## src/rtl/alu_pkg.sv

```systemverilog
// Package: operation codes and per-opcode decode helpers for trap_alu.
// Assumes: the opcode field is four bits wide; codes 10..15 are unused.
package alu_pkg;

    typedef enum logic [3:0] {
        OP_ADD  = 4'd0,
        OP_ADDU = 4'd1,
        OP_SUB  = 4'd2,
        OP_SUBU = 4'd3,
        OP_AND  = 4'd4,
        OP_OR   = 4'd5,
        OP_SLT  = 4'd6,
        OP_SLTU = 4'd7,
        OP_SLL  = 4'd8,
        OP_SRL  = 4'd9
    } alu_op_e;

    // True when the opcode may take the immediate as its second operand.
    function automatic logic op_takes_imm(alu_op_e op);
        return op inside {OP_ADD, OP_ADDU, OP_AND, OP_OR, OP_SLT, OP_SLTU};
    endfunction

    // True when the immediate is extended by sign rather than by zeros.
    function automatic logic op_sign_imm(alu_op_e op);
        return op inside {OP_ADD, OP_ADDU, OP_SLT, OP_SLTU};
    endfunction

endpackage

```

## src/rtl/imm_extend.sv

```systemverilog
// Module: widens the immediate field to the datapath width.
// Assumes: WIDTH > IMM_W; sign_ext selects top-bit replication, else zeros.
module imm_extend #(
    parameter int WIDTH = 32,
    parameter int IMM_W = 16
) (
    input  logic [IMM_W-1:0] imm,
    input  logic             sign_ext,
    output logic [WIDTH-1:0] ext_out
);
    localparam int PAD_W = WIDTH - IMM_W;

    logic [PAD_W-1:0] pad;

    // Choose the fill for the upper bits.
    always_comb begin
        pad     = sign_ext ? {PAD_W{imm[IMM_W-1]}} : '0;
        ext_out = {pad, imm};
    end

    // Zero padding must leave no ones above the field.
    always_comb begin
        AST_ZERO_EXT: assert (sign_ext || ext_out[WIDTH-1:IMM_W] == '0);
    end

endmodule

```

## src/rtl/add_sub.sv

```systemverilog
// Module: shared adder for add and subtract with two's-complement overflow.
// Assumes: sub = 1 computes a - b as a + ~b + 1; ovf is raw, not gated by opcode.
module add_sub #(
    parameter int WIDTH = 32
) (
    input  logic [WIDTH-1:0] a,
    input  logic [WIDTH-1:0] b,
    input  logic             sub,
    output logic [WIDTH-1:0] sum,
    output logic             ovf
);
    localparam int MSB = WIDTH - 1;

    logic [WIDTH-1:0] b_in;

    // Invert the second operand and inject the carry for subtraction.
    always_comb begin
        b_in = sub ? ~b : b;
        sum  = a + b_in + {{(WIDTH-1){1'b0}}, sub};
        ovf  = (a[MSB] == b_in[MSB]) && (sum[MSB] != a[MSB]);
    end

    // Differing signs on add, or equal signs on subtract, cannot overflow.
    always_comb begin
        AST_NO_OVERFLOW: assert (sub || a[MSB] == b[MSB] || !ovf);
        AST_SUB_SAME_SIGN: assert (!sub || a[MSB] != b[MSB] || !ovf);
    end

endmodule

```

## src/rtl/set_compare.sv

```systemverilog
// Module: less-than comparison, signed or unsigned by select.
// Assumes: uns = 1 compares magnitudes, uns = 0 compares two's complement.
module set_compare #(
    parameter int WIDTH = 32
) (
    input  logic [WIDTH-1:0] a,
    input  logic [WIDTH-1:0] b,
    input  logic             uns,
    output logic             lt
);
    // Pick the comparison domain.
    always_comb begin
        if (uns) lt = (a < b);
        else     lt = ($signed(a) < $signed(b));
    end

endmodule

```

## src/rtl/log_shifter.sv

```systemverilog
// Module: logarithmic zero-fill shifter for both directions.
// Assumes: left shifts reuse the right-shift stages by reversing bit order.
module log_shifter #(
    parameter int WIDTH   = 32,
    parameter int SHAMT_W = 5
) (
    input  logic [WIDTH-1:0]   din,
    input  logic [SHAMT_W-1:0] amt,
    input  logic               left,
    output logic [WIDTH-1:0]   dout
);
    logic [WIDTH-1:0] din_rev;
    logic [WIDTH-1:0] stage [0:SHAMT_W];
    logic [WIDTH-1:0] out_rev;

    // Reverse input and output bit order.
    for (genvar k = 0; k < WIDTH; k++) begin : g_rev
        assign din_rev[k] = din[WIDTH-1-k];
        assign out_rev[k] = stage[SHAMT_W][WIDTH-1-k];
    end

    assign stage[0] = left ? din_rev : din;

    // One stage per shift-amount bit, each moving by a power of two.
    for (genvar i = 0; i < SHAMT_W; i++) begin : g_stage
        assign stage[i+1] = amt[i] ? (stage[i] >> (2**i)) : stage[i];
    end

    assign dout = left ? out_rev : stage[SHAMT_W];

    // Any non-zero shift empties the edge bit it moves away from.
    always_comb begin
        AST_SLL_FILL: assert (!left || amt == '0 || !dout[0]);
        AST_SRL_FILL: assert (left || amt == '0 || !dout[WIDTH-1]);
    end

endmodule

```

## src/rtl/trap_alu.sv

```systemverilog
// Module: top of the integer execute unit; picks operands, steers units, gates trap.
// Assumes: purely combinational, no clock or reset; WIDTH a power of two above IMM_W.
module trap_alu #(
    parameter int WIDTH = 32,
    parameter int IMM_W = 16,
    localparam int SHAMT_W = $clog2(WIDTH)
) (
    input  logic [WIDTH-1:0]   opnd_a,
    input  logic [WIDTH-1:0]   opnd_b,
    input  logic [IMM_W-1:0]   imm,
    input  logic               imm_sel,
    input  logic [3:0]         op,
    input  logic [SHAMT_W-1:0] shamt,
    output logic [WIDTH-1:0]   result,
    output logic               ovf_trap
);
    import alu_pkg::*;

    alu_op_e          op_e;
    logic             sign_imm;
    logic [WIDTH-1:0] imm_ext;
    logic [WIDTH-1:0] b_eff;
    logic             is_sub;
    logic [WIDTH-1:0] arith;
    logic             arith_ovf;
    logic             lt;
    logic [WIDTH-1:0] shifted;

    assign op_e     = alu_op_e'(op);
    assign sign_imm = op_sign_imm(op_e);

    imm_extend #(.WIDTH(WIDTH), .IMM_W(IMM_W)) u_ext (
        .imm      (imm),
        .sign_ext (sign_imm),
        .ext_out  (imm_ext)
    );

    // Select the second operand: immediate only where the opcode allows it.
    always_comb begin
        b_eff  = (imm_sel && op_takes_imm(op_e)) ? imm_ext : opnd_b;
        is_sub = (op_e == OP_SUB) || (op_e == OP_SUBU);
    end

    add_sub #(.WIDTH(WIDTH)) u_arith (
        .a   (opnd_a),
        .b   (b_eff),
        .sub (is_sub),
        .sum (arith),
        .ovf (arith_ovf)
    );

    set_compare #(.WIDTH(WIDTH)) u_cmp (
        .a   (opnd_a),
        .b   (b_eff),
        .uns (op_e == OP_SLTU),
        .lt  (lt)
    );

    log_shifter #(.WIDTH(WIDTH), .SHAMT_W(SHAMT_W)) u_shift (
        .din  (opnd_a),
        .amt  (shamt),
        .left (op_e == OP_SLL),
        .dout (shifted)
    );

    // Route the unit output for the opcode and gate the trap request.
    always_comb begin
        unique case (op_e)
            OP_ADD, OP_ADDU,
            OP_SUB, OP_SUBU: result = arith;
            OP_AND:          result = opnd_a & b_eff;
            OP_OR:           result = opnd_a | b_eff;
            OP_SLT, OP_SLTU: result = {{(WIDTH-1){1'b0}}, lt};
            OP_SLL, OP_SRL:  result = shifted;
            default:         result = '0;
        endcase
        ovf_trap = ((op_e == OP_ADD) || (op_e == OP_SUB)) && arith_ovf;
    end

    // Trap scope and compare-result shape.
    always_comb begin
        AST_TRAP_SCOPE: assert (!ovf_trap || op == 4'd0 || op == 4'd2);
        AST_SLT_BOOL: assert (!(op == 4'd6 || op == 4'd7) || result[WIDTH-1:1] == '0);
    end

endmodule

```

## config.mk

```make
export PLATFORM = sky130hd
export DESIGN_NAME = trap_alu
export DESIGN_NICKNAME = d
export VERILOG_FILES = /design/src/rtl/alu_pkg.sv /design/src/rtl/imm_extend.sv /design/src/rtl/add_sub.sv /design/src/rtl/set_compare.sv /design/src/rtl/log_shifter.sv /design/src/rtl/trap_alu.sv
export SDC_FILE = /design/constraint.sdc
export NUM_CORES = 1
export LEC_CHECK = 0
export ABC_AREA = 1
export BUFFER_PORTS_ARGS = -buffer_cell sky130_fd_sc_hd__buf_4
export CORE_UTILIZATION = 40
export DETAILED_ROUTE_END_ITERATION = 8
export PLACE_DENSITY = 0.69
export REMOVE_ABC_BUFFERS = 1
export SETUP_SLACK_MARGIN = 0.4
export SYNTH_ARGS = -nofsm -noshare
export SYNTH_HDL_FRONTEND = slang
export SYNTH_SLANG_ARGS = --single-unit
```

## constraint.sdc

```tcl
create_clock -name vclk -period 4.1
set_clock_uncertainty 0.05 [all_clocks]
set_input_delay 0.41 -clock vclk [all_inputs]
set_output_delay 0.41 -clock vclk [all_outputs]
set_load 0.01 [all_outputs]
```

# After elaboration in Yosys (flattened, before gate mapping)
# Index checks and enable logic that the tools add are counted.
[word_totals]
ff_bits = 0
input_bits = 90
output_inout_bits = 33
elab_cells = 41
[op_classes]
addsub = 2
order_cmp = 2
eq_ne = 11
mux = 12
bitwise = 3
reduce_logical = 11
[op_table]
columns = ["operator", "n"]
rows = [
  ["32-bit 2-to-1 mux", 9],
  ["32-bit case mux with 5 select lines", 1],
  ["32-bit less-than comparator", 2],
  ["32-bit by 1-bit adder with 32-bit output", 1],
  ["32-bit adder", 1],
  ["32-bit AND", 1],
  ["32-bit inverter", 1],
  ["32-bit OR", 1],
  ["4-bit by 3-bit equality test with 1-bit output, second input constant", 4],
  ["16-bit 2-to-1 mux", 1],
  ["4-bit by 2-bit equality test with 1-bit output, second input constant", 2],
  ["4-bit equality test, second input constant", 2],
  ["6-bit nonzero test", 1],
  ["4-bit by 1-bit equality test with 1-bit output, second input constant", 1],
  ["4-bit logical NOT", 1],
  ["4-bit nonzero test", 1],
  ["2-bit OR reduction", 2],
  ["4-bit OR reduction", 1],
  ["1-bit logical AND", 3],
  ["1-bit logical OR", 2],
  ["1-bit equality test", 1],
  ["1-bit 2-to-1 mux", 1],
  ["1-bit inequality test", 1],
]

# Depth between registers and ports, before layout
[logic_depth]
depth_word = 11
mapped_depth = 22
mapped_depth_nobuf = 21

# Modules after synthesis
# A second synthesis with hierarchy kept.
[hier_totals]
cells_unflattened = 1773
hier_area_um2 = 8909.8
[modules_own_cells]
columns = ["mod", "n_inst", "cells_per_inst", "area_each_um2", "seq_area_each_um2"]
rows = [
  ["trap_alu", 1, 632, 2665.1, 0.0],
  ["log_shifter", 1, 514, 2632.5, 0.0],
  ["add_sub", 1, 459, 2534.9, 0.0],
  ["set_compare", 1, 135, 837.1, 0.0],
  ["imm_extend", 1, 33, 240.2, 0.0],
]

# Least setup slack after synthesis
# No wires, ideal clock.
[synth_path]
path_type = "input port to output port"
from = "input port op[2]"
to = "output port ovf_trap"
arrival_ns = 3.238
t_required_ns = 3.640
setup_slack_ns = 0.402
cell_stages = 17
n_path_buf = 2
cell_sequence = "inv_1 -> a21oi_2 -> nand2_2 -> buf_2 -> nor2_1 -> a21oi_2 -> clkbuf_1 -> o21ai_0 -> xor2_1 -> ha_1 -> a21oi_1 -> o21ai_0 -> a21oi_1 -> nor2_1 -> a211oi_1 -> nand3_1 -> a21oi_1"
[synth_between]
elab_chain_len = 11
word_cells_on_any_way = 23
classes_between = "add/sub (2); eq/ne (9); mux (3); bitwise (1); reduce/logical (8)"
[synth_lines]
columns = ["item", "line", "source"]
rows = [
  ["start, declared", "trap_alu.sv:12", "input logic [3:0] op,"],
  ["4-bit by 1-bit equality test with 1-bit output (tied with other cells)", "alu_pkg.sv:20, alu_pkg.sv:25", ""],
  ["4-bit nonzero test / 6-bit nonzero test (equally long branches)", "alu_pkg.sv:25, alu_pkg.sv:20", ""],
  ["16-bit 2-to-1 mux / 1-bit logical AND (equally long branches)", "imm_extend.sv:17, trap_alu.sv:40", ""],
  ["32-bit 2-to-1 mux", "trap_alu.sv:40", "b_eff = (imm_sel && op_takes_imm(op_e)) ? imm_ext : opnd_b;"],
  ["32-bit inverter", "add_sub.sv:18", "b_in = sub ? ~b : b;"],
  ["32-bit 2-to-1 mux", "add_sub.sv:18", ""],
  ["32-bit adder", "add_sub.sv:19", "sum = a + b_in + {{(WIDTH-1){1'b0}}, sub};"],
  ["32-bit by 1-bit adder with 32-bit output", "add_sub.sv:19", ""],
  ["1-bit inequality test", "add_sub.sv:20", "ovf = (a[MSB] == b_in[MSB]) && (sum[MSB] != a[MSB]);"],
  ["1-bit logical AND", "add_sub.sv:20", ""],
  ["1-bit logical AND (*)", "trap_alu.sv:77", "ovf_trap = ((op_e == OP_ADD) || (op_e == OP_SUB)) && arith_ovf;"],
  ["end, declared", "trap_alu.sv:15", "output logic ovf_trap"],
]
# Mark *: on every way between the ends. The rest lies on a longest branch, timed or not.

# Worst setup path after layout
[layout_path]
from = "input port op[2]"
to = "output port result[13]"
[layout_between]
elab_chain_len = 9
word_cells_on_any_way = 31
classes_between = "add/sub (2); eq/ne (9); mux (10); bitwise (3); reduce/logical (7)"
[layout_lines]
columns = ["item", "line", "source"]
rows = [
  ["4-bit by 1-bit equality test with 1-bit output (tied with other cells)", "alu_pkg.sv:20, trap_alu.sv:68", ""],
  ["6-bit nonzero test / 32-bit 2-to-1 mux (equally long branches)", "alu_pkg.sv:20, log_shifter.sv:22", ""],
  ["1-bit logical AND / 32-bit 2-to-1 mux (equally long branches)", "trap_alu.sv:40, log_shifter.sv:26", ""],
  ["32-bit 2-to-1 mux (on tied branches)", "trap_alu.sv:40, log_shifter.sv:26", ""],
  ["32-bit inverter / 32-bit 2-to-1 mux (equally long branches)", "add_sub.sv:18, log_shifter.sv:26", ""],
  ["32-bit 2-to-1 mux (on tied branches)", "add_sub.sv:18, log_shifter.sv:26", ""],
  ["32-bit adder / 32-bit 2-to-1 mux (equally long branches)", "add_sub.sv:19, log_shifter.sv:26", ""],
  ["32-bit by 1-bit adder with 32-bit output / 32-bit 2-to-1 mux (equally long branches)", "add_sub.sv:19, log_shifter.sv:29", ""],
  ["32-bit case mux with 5 select lines (*)", "trap_alu.sv:68", "unique case (op_e)"],
  ["end, declared", "trap_alu.sv:14", "output logic [WIDTH-1:0] result,"],
]
# Marks and branches as above.

==> results.toml <==
[finish]
layoutNonFillerInstCount = 1750
filler_cell_count = 1913
design.seq.count = 0
drive_gt1_frac = 0.256
clock_buf_count = 0
utilization_after_layout = 0.549
register_area_um2 = 0
synthToLayoutAreaGrowth_pct = 32.6
final_design_area_no_fill_um2 = 9590
finalNetCount = 1712
antenna-diode-count = 0
multi_input_gate_area_in_the_final_layout_um2 = 6920

[yosys]
synthSimpleGateAreaFrac = 0.453
yosysTopAreaCellShare = 0.208
synth_top_family_by_area = "simple AND/OR/NAND/NOR gates"
yosys.area_share.xor_xnor = 0.0399
synthDominantAreaCellType = "nand2_1"
yosysMostFrequentCell = "nand2_1"
yosysWarnings = 0
synthDistinctLibCells = 45
synth-adder-area-share = 0.165
area_fraction_in_compound_gates_after_synthesis = 0.217
synth.cell_area_um2 = 7240
postSynthCellCount = 1365
synth.yosys.seq_area_share = 0
per_instance_average_area_after_synthesis_um2 = 5.30
synth.mux.area_fraction = 0.00311
synth_top_cells_by_area = "nand2_1, ha_1, nand3_1"
synth_common_cells = "nand2_1, nand3_1, inv_1, o21ai_0, ha_1"

[grt]
overall_overflow_remaining_after_global_route = 0
grt_pass1_wl_mm = 51.0
global_route.usage.total = 0.357
grt_start_max_net_pins = 44
grt_pass1_vias = 9226
initial_antenna_violation_count = 0

[worst_setup_path]
critPathCaptureType = "output port"
crit_required_ps = 3640
criticalPathCategory = "primary input to output port"
cp_data_arrival_time_ps = 3340
timing.critical_path.fanout_max = 8
critical_path.startpoint_type = "primary input"

[sta]
rsz_0062_raised_after_global_routing = "yes"
final-hold-violation-count = 0
tns_ps = 0
hold-worst-slack_ps = 1190
timing.final.setup_violations = 0
period_needed_ps = 3800
final.period_utilization = 0.927
worst_slew_margin_relative_to_its_limit = 0.268
timing_max_transition_violations_final = 0
clock.fmax_ghz = 0.263
max_slew.worst_pin.slew_ps = 1100
final_ws_setup_ps = 298

[routing]
drt_wl_total_mm = 33.7
route.detailed.drc = 0
detail-route-antenna-nets = 0
num_vias = 10100
drt_first_iter_violations = 1133
detailedRoute.firstPassIterationCount = 6
detail_route.vias_per_cell = 5.79
drt-wirelength-per-cell_um = 19.3

[power_and_ir_drop]
p_leak_nw = 4.96
max_rail_drop_vdd_mv = 0.0889
p_total_mw = 1.66
pwr_density_cell_nw_per_um2 = 173

[run_status]
status = "complete, no violations"

[die]
initial_utilization = 0.414
floorplan.die_area_um2 = 18600
placement_rows = 48
floorplan.io_pins = 123
core-area_um2 = 17500
die_height_um = 137
die-width_um = 137

[placed_design]
post_dp_cell_area_um2 = 8740
port-buffer-count = 123
place_congestion = 1.00
detailedPlace.worstSlack_ps = -188
place_inst = 1726
place.detailed.hpwl_mm = 27.0

[worst_hold_path]
hold_class = "primary input to output port"
timing.hold.worst_path_depth = 4
min_from = "opnd_a[31]"
worst_hold_path.endpoint = "ovf_trap"

[cts]
cts_hold_buf = 0

[job]
maxCapViolations = 0
[metal layers]
metal | GRT usage | wire (um) | vias up
met5 | 0 | 0 | -
met4 | 0.162 | 1870 | 0
met3 | 0.0248 | 2550 | 99
met2 | 0.565 | 14600 | 520
met1 | 0.493 | 14700 | 4631
li1 | - | - | 4886
[critical path, stage by stage]
cell,delay (ps)
buf_8,100
inv_6,50
a21oi_4,50
nand2_4,90
clkinvlp_4,110
buf_12,160
or2_4,240
o21ai_4,70
xor2_1,200
ha_1,290
buf_6,150
a21oi_4,150
o21ai_2,90
a21oi_2,110
o21ai_1,80
buf_4,180
a21o_1,210
or2_2,290
nand3_2,80
nand3_2,80
buf_6,140
[cell type report]
cell class / count / share of cell area
inverter: 157 / 0.0627
multi-input combinational: 1149 / 0.722
tap: 225 / 0.0293
timing repair buffer: 219 / 0.186
[worst max path at each step]
| stage | from | end | slack [ps] |
|---|---|---|---|
| floorplan | op[2] | result[25] | 80 |
| global route | op[2] | result[21] | 210 |
| CTS | op[2] | result[21] | 350 |
| global placement | op[2] | result[28] | -160 |
| finish | op[2] | result[13] | 300 |
| detailed placement | op[2] | result[28] | -190 |
[layout by cell type (no fill, tap or decap), types with 12 or more instances in the layout]
| master | instances |
|---|---|
| a21oi_2 | 22 |
| inv_1 | 146 |
| o21ai_0 | 80 |
| nor2_1 | 66 |
| o21ai_1 | 56 |
| ha_1 | 85 |
| a21oi_1 | 37 |
| o211ai_1 | 20 |
| nand3b_1 | 14 |
| nand2_1 | 369 |
| nand2_2 | 33 |
| nand4_1 | 22 |
| o21ai_2 | 30 |
| or2_2 | 14 |
| buf_4 | 202 |
| nand3_1 | 177 |
| xor2_1 | 31 |
| nand3_2 | 12 |
[cell families (layout without fill, tap and decap cells)]
logic type / after synthesis / count (layout)
AND/OR/NAND/NOR: 743 / 743
buffers and inverters: 216 / 376
adder cells (fa/ha/maj): 95 / 95
XOR/XNOR: 33 / 33
multiplexers: 1 / 1
AO/OA/AOI/OAI: 277 / 277
[power breakdown]
part | internal (mW) | switching (mW) | total, mW
Clock | 0 | 0 | 0
Sequential | 0 | 0 | 0
Combinational | 0.648 | 1.01 | 1.66
Total | 0.648 | 1.01 | 1.66
[what timing repair did]
| item | in CTS | in global routing |
|---|---|---|
| pin swaps | 25 | 36 |
| buffers inserted | 16 | 7 |
| cloned | 1 | 0 |
| setup endpoints to repair | 27 | 27 |
| gates resized for setup | 87 | 105 |
(Power assumes the default switching activity.)
